--- src/rtl/dma_pkg.sv ---
package dma_pkg;
  typedef enum logic [1:0] {
    XM_SINGLE = 2'd0,
    XM_BURST  = 2'd1,
    XM_CONT   = 2'd2
  } xmode_e;

  typedef enum logic [1:0] {
    CH_IDLE = 2'd0,
    CH_ASK  = 2'd1,
    CH_READ = 2'd2,
    CH_WRITE = 2'd3
  } chst_e;

  localparam logic [1:0] SEL_RPTR = 2'd0;
  localparam logic [1:0] SEL_WPTR = 2'd1;
  localparam logic [1:0] SEL_CNT  = 2'd2;
  localparam logic [1:0] SEL_MODE = 2'd3;
endpackage

--- src/rtl/dma_regs.sv ---
module dma_regs
  import dma_pkg::*;
#(
  parameter int ADDR_W = 24,
  parameter int CNT_W  = 16
) (
  input  logic              clk,
  input  logic              rst,
  input  logic              wr_en,
  input  logic [1:0]        wr_sel,
  input  logic [ADDR_W-1:0] wr_data,
  input  logic              step,
  input  logic              finish,
  output logic [ADDR_W-1:0] rptr,
  output logic [ADDR_W-1:0] wptr,
  output logic [CNT_W-1:0]  cnt,
  output logic              armed,
  output logic [1:0]        mode
);
  localparam logic [ADDR_W-1:0] PTR_ONE = ADDR_W'(1);
  localparam logic [CNT_W-1:0]  CNT_ONE = CNT_W'(1);

  // a transfer step owns the pointers and count; a load in the same cycle is dropped
  always_ff @(posedge clk) begin
    if (rst) begin
      rptr  <= '0;
      wptr  <= '0;
      cnt   <= '0;
      armed <= 1'b0;
      mode  <= 2'd0;
    end else begin
      if (step) begin
        rptr <= rptr + PTR_ONE;
        wptr <= wptr + PTR_ONE;
        cnt  <= cnt - CNT_ONE;
      end else if (wr_en) begin
        case (wr_sel)
          SEL_RPTR: rptr <= wr_data;
          SEL_WPTR: wptr <= wr_data;
          SEL_CNT:  cnt  <= wr_data[CNT_W-1:0];
          default: ;
        endcase
      end
      if (wr_en && wr_sel == SEL_MODE) begin
        armed <= wr_data[0];
        mode  <= wr_data[2:1];
      end else if (finish) begin
        armed <= 1'b0;
      end
    end
  end
endmodule

--- src/rtl/dma_ctrl.sv ---
module dma_ctrl
  import dma_pkg::*;
(
  input  logic       clk,
  input  logic       rst,
  input  logic       armed,
  input  logic [1:0] mode,
  input  logic       cnt_zero,
  input  logic       cnt_last,
  input  logic       xfer_req,
  input  logic       gnt,
  output chst_e      st,
  output logic       capture,
  output logic       step,
  output logic       finish
);
  chst_e st_n;

  assign capture = (st == CH_READ) && gnt;
  assign step    = (st == CH_WRITE) && gnt;
  assign finish  = step && cnt_last;

  always_comb begin
    st_n = st;
    case (st)
      CH_IDLE:  if (armed && !cnt_zero && xfer_req) st_n = CH_ASK;
      CH_ASK: begin
        if (!armed)   st_n = CH_IDLE;
        else if (gnt) st_n = CH_READ;
      end
      CH_READ:  if (gnt) st_n = CH_WRITE;
      CH_WRITE: begin
        if (gnt) begin
          if (cnt_last || !armed) st_n = CH_IDLE;
          else begin
            case (mode)
              XM_BURST: st_n = xfer_req ? CH_READ : CH_IDLE;
              XM_CONT:  st_n = CH_READ;
              default:  st_n = CH_IDLE;
            endcase
          end
        end
      end
      default: st_n = CH_IDLE;
    endcase
  end

  always_ff @(posedge clk) begin
    if (rst) st <= CH_IDLE;
    else     st <= st_n;
  end
endmodule

--- src/rtl/dma_channel.sv ---
module dma_channel
  import dma_pkg::*;
#(
  parameter int          ADDR_W = 24,
  parameter int          CNT_W  = 16,
  parameter int          DATA_W = 8,
  parameter int          VEC_W  = 8,
  parameter logic [VEC_W-1:0] VECTOR = 8'h24
) (
  input  logic              clk,
  input  logic              rst,
  input  logic              reg_we,
  input  logic [1:0]        reg_sel,
  input  logic [ADDR_W-1:0] reg_wdata,
  input  logic              xfer_req,
  output logic              bus_req,
  input  logic              bus_gnt,
  output logic [ADDR_W-1:0] bus_addr,
  output logic              bus_rd,
  output logic              bus_wr,
  output logic [DATA_W-1:0] bus_wdata,
  input  logic [DATA_W-1:0] bus_rdata,
  output logic              eop_irq,
  output logic [VEC_W-1:0]  eop_vector
);
  localparam logic [CNT_W-1:0] CNT_ONE = CNT_W'(1);

  logic [ADDR_W-1:0] rptr, wptr;
  logic [CNT_W-1:0]  cnt;
  logic              armed;
  logic [1:0]        mode_q;
  chst_e             st;
  logic              capture, step, finish;
  logic [DATA_W-1:0] hold_q;
  logic              irq_q;

  dma_regs #(.ADDR_W(ADDR_W), .CNT_W(CNT_W)) u_regs (
    .clk(clk), .rst(rst),
    .wr_en(reg_we), .wr_sel(reg_sel), .wr_data(reg_wdata),
    .step(step), .finish(finish),
    .rptr(rptr), .wptr(wptr), .cnt(cnt), .armed(armed), .mode(mode_q)
  );

  dma_ctrl u_ctrl (
    .clk(clk), .rst(rst),
    .armed(armed), .mode(mode_q),
    .cnt_zero(cnt == '0), .cnt_last(cnt == CNT_ONE),
    .xfer_req(xfer_req), .gnt(bus_gnt),
    .st(st), .capture(capture), .step(step), .finish(finish)
  );

  always_ff @(posedge clk) begin
    if (rst) begin
      hold_q <= '0;
      irq_q  <= 1'b0;
    end else begin
      if (capture) hold_q <= bus_rdata;
      irq_q <= finish;
    end
  end

  assign bus_req    = (st != CH_IDLE);
  assign bus_rd     = capture;
  assign bus_wr     = step;
  assign bus_addr   = (st == CH_WRITE) ? wptr : rptr;
  assign bus_wdata  = hold_q;
  assign eop_irq    = irq_q;
  assign eop_vector = irq_q ? VECTOR : '0;
endmodule

--- config.mk ---
export PLATFORM = sky130hd
export DESIGN_NAME = dma_channel
export DESIGN_NICKNAME = d
export VERILOG_FILES = /design/src/rtl/dma_pkg.sv /design/src/rtl/dma_regs.sv /design/src/rtl/dma_ctrl.sv /design/src/rtl/dma_channel.sv
export SDC_FILE = /design/constraint.sdc
export NUM_CORES = 1
export LEC_CHECK = 0
export BUFFER_PORTS_ARGS = -buffer_cell sky130_fd_sc_hd__buf_2
export CORE_UTILIZATION = 45
export CTS_CLUSTER_SIZE = 28
export DETAILED_ROUTE_END_ITERATION = 8
export PLACE_DENSITY = 0.7
export SYNTH_ARGS = -nofsm -noshare
export SYNTH_HDL_FRONTEND = slang
export SYNTH_SLANG_ARGS = --single-unit
--- constraint.sdc ---
create_clock -name clk -period 5.35 [get_ports clk]
set_clock_uncertainty 0.15 [all_clocks]
set_input_delay 0.535 -clock clk [delete_from_list [all_inputs] [get_ports clk]]
set_output_delay 0.535 -clock clk [all_outputs]
set_load 0.01 [all_outputs]
=== After elaboration in Yosys (flattened, before gate mapping) ===
Cells that the tools add are included.

* Register bits after elaboration: 78
* Output and inout bits: 44
* Word-level logic and storage cells: 68
* Bits of input ports: 39

* Eq/ne operators: 13
* Multiplexer cells: 22
* Reduce and logical (&&, ||, !) cells: 22
* Add/subtract/negate cells: 3

{| class="wikitable"
|+ Operators by type and width
! cell !! count
|-
| $mux 24 || 7
|-
| $add 24x1->24 const B || 2
|-
| $mux 16 || 3
|-
| $eq 16x1->1 const B || 1
|-
| $logic_not 16->1 || 1
|-
| $sub 16x1->16 const B || 1
|-
| $mux 2 || 7
|-
| $reduce_bool 2->1 || 6
|-
| $eq 2x2->1 const B || 5
|-
| $pmux 2 s4 || 1
|-
| $eq 2x1->1 const B || 3
|-
| $logic_and 1x1->1 || 6
|-
| $mux 6 || 1
|-
| $reduce_and 2->1 || 3
|-
| $logic_not 2->1 || 2
|-
| $ne 2x2->1 const B || 2
|-
| $pmux 2 s2 || 1
|-
| $reduce_and 4->1 || 1
|-
| $ne 3x3->1 const B || 1
|-
| $logic_not 1->1 || 2
|-
| $mux 1 || 2
|-
| $ne 2x1->1 const B || 1
|-
| $logic_or 1x1->1 || 1
|}

=== Logic depth before layout (Yosys ltp) ===
Gate-level depths: netlist of the first run.

* Depth in word-level cells: 6
* Mapped depth: 8
* Mapped depth without buffers: 6

=== Hierarchy ===
From an unflattened synthesis of the first run, not the netlist that was laid out.

* Cells, all modules: 579
* Area total of the unflattened synthesis: 4708.3 um2

{| class="wikitable"
|+ By module, submodules not included
! module !! area an instance (um2) !! seq. area each (um2) !! cells an instance !! instances
|-
| dma_regs || 3801.1 || 1341.3 || 485 || 1
|-
| dma_channel || 732.0 || 180.2 || 72 || 1
|-
| dma_ctrl || 175.2 || 40.0 || 22 || 1
|}

=== Worst setup path after synthesis of the first run ===
No wires, ideal clock.

* Path type: reg2reg
* From: reg u_regs.cnt[5]
* To: reg u_regs.cnt[15]
* Clock period less this slack: 2.334 ns
* Stages on the path, launching flop included: 6
* Path buffers: 1
* Required time: 5.126 ns
* Arrival time: 2.110 ns
* Setup time: 0.074 ns
* Path slack: 3.016 ns
* Cells stage by stage: dfxtp_1 -> or4_4 -> or4_1 -> clkbuf_2 -> or4_1 -> a31oi_1

* Cells in the longest elaborated chain, start to end: 2

{| class="wikitable"
|+ RTL lines
! what !! RTL line !! RTL
|-
| start, declared || dma_regs.sv:16 || <nowiki>output logic [CNT_W-1:0] cnt,</nowiki>
|-
| start signal, assigned || dma_regs.sv:35 || <nowiki>cnt <= cnt - CNT_ONE;</nowiki>
|-
| start signal, assigned || dma_regs.sv:40 || <nowiki>SEL_CNT: cnt <= wr_data[CNT_W-1:0];</nowiki>
|-
| $sub 16x1->16 || dma_regs.sv:35 ||
|-
| $mux 16 || dma_regs.sv:32 || <nowiki>if (step) begin</nowiki>
|}

Every way passes these cells.
A chain may end at the register's enable or synchronous reset.

=== Final worst setup path of the first run ===
* From: reg u_ctrl.st[0]
* To: out bus_addr[4]

* Cells in the longest elaborated chain, start to end: 2

{| class="wikitable"
|+ RTL lines
! what !! RTL line !! RTL
|-
| start, declared || dma_ctrl.sv:12 || <nowiki>output chst_e st,</nowiki>
|-
| start signal, assigned || dma_ctrl.sv:50 || <nowiki>else st <= st_n;</nowiki>
|-
| $eq 2x2->1 || dma_channel.sv:65 || <nowiki>assign bus_addr = (st == CH_WRITE) ? wptr : rptr;</nowiki>
|-
| $mux 24 || dma_channel.sv:65 ||
|-
| end, declared || dma_channel.sv:18 || <nowiki>output logic [ADDR_W-1:0] bus_addr,</nowiki>
|}

Every way passes these cells.

==> impl_metrics.env, run 1 <==
export IMPL_ys_warn_count=0
export IMPL_syn_area_per_cell_um2=7.75
export IMPL_remaining_drc_errors=0
export IMPL_gr_usage_all_layers_pct=27.5
export IMPL_tritoncts_num_buffers=9
export IMPL_antenna_violations_before_repair=0
export IMPL_ir_drop_mv=0.131
export IMPL_syn_instance_count=628
export IMPL_cts_setup_buffers=0
export IMPL_die_h_um=106
export IMPL_worst_path_max_fanout=24
export IMPL_cts_root_buffer_cell="clkbuf_8"
export IMPL_setup_worst_path_class="reg2out"
export IMPL_tightest_slew_ns=1.26
export IMPL_vias=5224
export IMPL_maxCapViolations=0
export IMPL_totalWireLength_mm=15.4
export IMPL_yosys_most_used_dff="dfxtp_1"
export IMPL_grt_pass1_wl_mm=24.1
export IMPL_antenna_violating_nets_post_route=0
export IMPL_post_dp_hpwl_mm=10.7
export IMPL_avgRoutedWirePerCell_um=18.9
export IMPL_critical_path_s_largest_stage_delay_ns=0.73
export IMPL_clk_pin_slew_worst_paths_ns=0.08
export IMPL_ys_async_sr_fraction_pct=0
export IMPL_first_global_vias=4651
export IMPL_power_density_nw_per_um2=224
export IMPL_netlist_top_cells_area="dfxtp_1 32%, nand2_1 7.2%, mux2_2 5.5%, a31oi_1 4.5%, nor2_1 3.8%"
export IMPL_drtIter0Drc=542
export IMPL_synthXorXnorAreaFrac_pct=0.360
export IMPL_cp_slowest_cell="nand2_1"
export IMPL_cts_hold_repair_buffers=0
export IMPL_number_of_slew_limit_violations_in_the_final_report=0
export IMPL_report_final_setup_viol=0
export IMPL_initial_utilization_pct=46.8
export IMPL_place_gp_congestion=0.940
export IMPL_max_slew_margin_pct=16.0
export IMPL_pin_count=83
export IMPL_critical_path_buf_inv_count=1
export IMPL_syn_area_um2=4870
export IMPL_ys_seq_elements=78
export IMPL_hold_path_class="in2reg"
export IMPL_outcome="completed"
export IMPL_ys_seq_area_share_pct=32.1
export IMPL_synth_common_cells="93 x nand2_1, 78 x dfxtp_1, 49 x nor2_1"
export IMPL_finalHoldViolations=0
export IMPL_drive_above_1_share_pct=21.3
export IMPL_startpoint_type="flop"
export IMPL_chipWidth_um=106
export IMPL_critPathRequiredTime_ns=4.66
export IMPL_synth_edff_count=0
export IMPL_synth_largest_area_cell="dfxtp_1"
export IMPL_endpoint_kind="output port"
export IMPL_final_global_route_overflow_total=0
export IMPL_diodes_inserted=0
export IMPL_cp_top_family="simple AND/OR/NAND/NOR gates"
export IMPL_final_period_utilization_pct=55.5
export IMPL_p_leak_nw=1.97
export IMPL_netlist_area_leader_share_pct=32.1
export IMPL_synth_adder_area_share_pct=1.80
export IMPL_area_growth_pct=10.9
export IMPL_post_cts_gate_resize_count=0
export IMPL_maximum_level_of_the_cts_h_tree=3
export IMPL_data_arrival_time_of_the_critical_path_ns=2.28
export IMPL_clock_tree_buffer_depth=2
export IMPL_viasPerCell=6.43
export IMPL_synth_area_mux_share_pct=6.37
export IMPL_period_minus_slack_ns=2.97
export IMPL_clock_fmax_mhz=337
export IMPL_cts_sinks=78
export IMPL_cts_tree="yes"
export IMPL_critical_path_cell_chain="nand2_1 > mux2_2 > buf_2"
export IMPL_worstSkewPairLatency_ns=0.37
export IMPL_power_mw=1.21
export IMPL_synth_top_family_by_area="simple AND/OR/NAND/NOR gates"
export IMPL_setup_tns_final_ns=0
export IMPL_placeableCoreArea_um2=10400
export IMPL_die_area_um2=11200
export IMPL_largest_net_degree_at_the_start_of_global_routing=83
export IMPL_finalNetCount=719
export IMPL_synth_compound_gate_area_share_pct=24.0
export IMPL_count_leader_synth="nand2_1"
export IMPL_grt_setup_unrepaired="false"
export IMPL_synth_cell_types=61
export IMPL_drt_first_pass_iters=5
export IMPL_std_cell_rows=37
export IMPL_io_buffer_count=76
export IMPL_synth_simple_gate_area_share_pct=29.2
## kinds of logic (layout without fill, tap and decap cells)
| logic type | Yosys count | after routing |
|---|---|---|
| and+or+nand+nor | 278 | 278 |
| AOI/OAI and AO/OA | 174 | 174 |
| DFF | 78 | 78 |
| buffers and inverters | 60 | 104 |
| muxes | 28 | 28 |
| adders and majority gates | 7 | 7 |
| xor gates and xnor gates | 2 | 2 |
| other | 1 | 6 |
## path summary, 6_finish.rpt
kind	from	endpoint	slack (ns)	cells after the start
setup / recovery	u_ctrl.st[0]	bus_addr[4]	2.38	3
setup reg to reg	u_ctrl.st[0]	u_regs.rptr[5]	2.84	6
hold / removal	bus_rdata[2]	bus_wdata[2]	0.25	3
hold reg to reg	bus_wdata[2]	bus_wdata[2]	0.31	2
## final cells by class
class | instances | area, um2
clock buffers | 11 | 141
clock inverters | 4 | 47.5
fillers | 1008 | 5020
inverters | 9 | 33.8
multi-input cells | 495 | 3030
flip-flops and latches | 78 | 1560
well taps | 136 | 170
repair buffers | 80 | 410
## worst reg2reg max path, stage by stage (launching register included)
cell and delay (ns):
dfxtp_1 0.38, nand3_2 0.10, inv_1 0.18, buf_4 0.34
nor2_1 0.84, a311oi_1 0.13, nor4_1 0.30
## flip-flops by register name, indices dropped and copies added, names as in the netlist
| name | count |
|---|---|
| u_regs.wptr | 24 |
| u_regs.cnt | 16 |
| u_ctrl.st | 2 |
| u_regs.mode | 2 |
| bus_wdata | 8 |
| u_regs.rptr | 24 |
| eop_irq | 1 |
| u_regs.armed | 1 |
## layout by cell type, fill, tap and decap left out, types with 6 or more instances in the layout
cell / instances
inv_1: 9
conb_1: 6
nor3_1: 11
or3_1: 13
or2_2: 9
mux2_2: 24
a22oi_1: 10
clkbuf_8: 10
nor4_1: 13
a21oi_1: 36
buf_2: 76
nand4_1: 14
a211oi_1: 7
a31oi_1: 35
nor2_1: 49
o311ai_0: 7
nand3_1: 22
or4_1: 12
and4_1: 9
o211ai_1: 13
ha_1: 7
a311oi_1: 7
a31o_2: 7
nand2_1: 93
o21ai_0: 24
and3_1: 7
dfxtp_1: 78
## stage by stage
stage | hold slack [ns] | area, um2 | setup WS (ns) | utilization [%] | std cells
4_1_cts | 0.234 | 5400 | 2.46 | 51.8 | 813
5_1_grt | 0.244 | 5400 | 2.31 | 51.8 | 813
6_report | 0.245 | 5400 | 2.38 | 51.8 | 813
2_1_floorplan | 0.306 | 4890 | 3.02 | - | 633
3_3_place_gp | 0.290 | 5210 | 2.68 | 50.0 | 798
3_5_place_dp | 0.299 | 5210 | 2.62 | 50.0 | 798
## metal layers
metal / track usage (%) / vias up / share of wire (%)
met1: 36.7 / 2491 / 43
li1: - / 2457 / -
met4: 11.6 / 0 / 2.2
met5: 0 / - / 0
met2: 43.6 / 245 / 47
met3: 5.03 / 31 / 7.8
## power by group
| part | internal (mW) | switching [mW] | leakage (nW) | total, mW |
|---|---|---|---|---|
| logic | 0.0528 | 0.0796 | 1.24 | 0.132 |
| registers | 0.598 | 0.0275 | 0.633 | 0.625 |
| clock network | 0.224 | 0.226 | 0.0952 | 0.451 |
(Power assumes the default switching activity.)
==> run 2: changes to the inputs <==
==> constraint.sdc (replaced) <==
create_clock -name clk -period 2.95 [get_ports clk]
set_clock_uncertainty 0.15 [all_clocks]
set_input_delay 0.295 -clock clk [delete_from_list [all_inputs] [get_ports clk]]
set_output_delay 0.295 -clock clk [all_outputs]
set_load 0.01 [all_outputs]
==> run 2 against run 1 <==
  * Critical path depth rose by 1
  * Global-route usage fell by 0.50 points
  * Wire length fell by 2.1%
  * Final cell count rose by 1.4%
  * Setup slack got worse by 1.9 ns
  * Highest routed layer unchanged
  * First-iteration DRC count fell by 13%
  * Sequential share of layout area fell by 0.62 points
  * Largest cell class unchanged
  * Critical path type is now reg2reg
  * Largest power group unchanged
==> impl_metrics.env, run 2 (synthesized netlist as in run 1, its figures left out) <==
export IMPL_critPathRequiredTime_ns=3.09
export IMPL_finalHoldViolations=0
export IMPL_pin_count=83
export IMPL_maximum_level_of_the_cts_h_tree=3
export IMPL_placement_setup_worst_slack_ns=0.503
export IMPL_final_period_utilization_pct=83.8
export IMPL_cts_root_buffer_cell="clkbuf_8"
export IMPL_vias=5180
export IMPL_first_global_vias=4747
export IMPL_final_instance_count_excl_fill=824
export IMPL_grt_use_met3_pct=6.50
export IMPL_final_design_area_no_fill_um2=5520
export IMPL_grt_setup_unrepaired="false"
export IMPL_most_common_layout_cells="93 x nand2_1, 78 x dfxtp_1, 76 x buf_2"
export IMPL_most_common_library_cell_in_the_layout_ignoring_fill_and_taps="nand2_1"
export IMPL_post_cts_gate_resize_count=0
export IMPL_std_cell_rows=37
export IMPL_maxCapViolations=0
export IMPL_critical_path_cell_chain="or4_4 > or4_1 > or4_1 > a31oi_1"
export IMPL_clock_tree_buffer_depth=2
export IMPL_grt_pass1_wl_mm=24.1
export IMPL_reg_top3="u_regs.rptr (24), u_regs.wptr (24), u_regs.cnt (16)"
export IMPL_worstSkewPairLatency_ns=0.36
export IMPL_drtIter0Drc=471
export IMPL_antenna_violations_before_repair=0
export IMPL_placeableCoreArea_um2=10400
export IMPL_hold_path_class="in2reg"
export IMPL_ff2ff_path_depth=4
export IMPL_setup_worst_path_class="reg2reg"
export IMPL_ir_drop_mv=0.229
export IMPL_report_final_setup_viol=0
export IMPL_power_density_nw_per_um2=414
export IMPL_final_global_route_overflow_total=0
export IMPL_largest_net_degree_at_the_start_of_global_routing=60
export IMPL_p_int_mw=1.68
export IMPL_chipWidth_um=106
export IMPL_endpoint_kind="flop"
export IMPL_p_sw_share_pct=26.3
export IMPL_critical_path_s_largest_stage_delay_ns=0.61
export IMPL_grt_busiest_layer="met2"
export IMPL_number_of_slew_limit_violations_in_the_final_report=0
export IMPL_p_leak_nw=2.03
export IMPL_power_mw=2.28
export IMPL_die_h_um=106
export IMPL_power_combinational_fraction_pct=10.7
export IMPL_tightest_slew_ns=0.626
export IMPL_remaining_drc_errors=0
export IMPL_max_slew_margin_pct=58.1
export IMPL_gr_usage_all_layers_pct=27.0
export IMPL_area_growth_pct=13.3
export IMPL_met1_global_route_usage_pct=34.9
export IMPL_antenna_violating_nets_post_route=0
export IMPL_period_minus_slack_ns=2.47
export IMPL_pwr_share_seq_pct=49.6
export IMPL_clock_fmax_mhz=405
export IMPL_outcome="completed"
export IMPL_place_gp_congestion=0.878
export IMPL_die_area_um2=11200
export IMPL_worst_path_max_fanout=7
export IMPL_cp_slowest_cell="or4_1"
export IMPL_data_arrival_time_of_the_critical_path_ns=2.61
export IMPL_cts_setup_buffers=0
export IMPL_placedCellCount=806
export IMPL_critical_path_top_cell_by_count="or4_1"
export IMPL_groute_layer_met2_usage_pct=43.1
export IMPL_totalWireLength_mm=15.0
export IMPL_viasPerCell=6.29
export IMPL_postLayoutSetupSlackWorst_ns=0.478
export IMPL_clk_pin_slew_worst_paths_ns=0.08
export IMPL_power_frac_clock_pct=39.7
export IMPL_cts_sinks=78
export IMPL_setup_tns_final_ns=0
export IMPL_cts_hold_repair_buffers=2
export IMPL_tritoncts_num_buffers=9
export IMPL_diodes_inserted=0
export IMPL_final_util_pct=53.0
export IMPL_drive_above_1_share_pct=22.1
export IMPL_avgRoutedWirePerCell_um=18.2
export IMPL_drt_first_pass_iters=5
export IMPL_hold_depth=3
export IMPL_io_buffer_count=76
export IMPL_startpoint_type="flop"
export IMPL_initial_utilization_pct=46.8
export IMPL_postPlaceCellArea_um2=5280
export IMPL_netSwitchingPower_uw=600
export IMPL_cts_tree="yes"
export IMPL_finalNetCount=729
export IMPL_hold_slack_ns=0.0125
export IMPL_post_dp_hpwl_mm=10.8
-- run 2: layout make-up --
class                           count  area (um2)
Clock inverter                      4        70.1
Timing Repair Buffer               90         503
Sequential cell                    78        1560
Inverter                            9        33.8
Multi-Input combinational cell    495        3030
Fill cell                        1055        4900
Clock buffer                       12         145
Tap cell                          136         170
-- run 2: worst paths after layout --
path | from | endpoint | slack (ns)
min | bus_rdata[1] | bus_wdata[1] | 0.01
min reg2reg | bus_wdata[1] | bus_wdata[1] | 0.31
max reg2reg | u_regs.cnt[5] | u_regs.cnt[15] | 0.48
max | u_regs.cnt[5] | u_regs.cnt[15] | 0.48
-- run 2: routing by layer --
metal / share of wire, % / wire [um]
met1: 42 / 6380
met2: 46 / 6920
met3: 8.7 / 1310
met4: 2.8 / 427
met5: 0 / 0
-- run 2: power groups by stage --
stage	registers (mW)	clock network [mW]	logic [mW]
4_1_cts	1.13	0.926	0.241
3_3_place_gp	1.15	0	0.233
5_1_grt	1.14	0.967	0.267
2_1_floorplan	1.14	0	0.163
3_5_place_dp	1.16	0	0.237
6_report	1.13	0.906	0.243
-- run 2: critical path: cells and delay by family, from the launching register on --
family           cells  cell delay (ns)
AND/OR/NAND/NOR      3             1.71
AO/OA/AOI/OAI        1             0.16
flip-flops           1             0.37
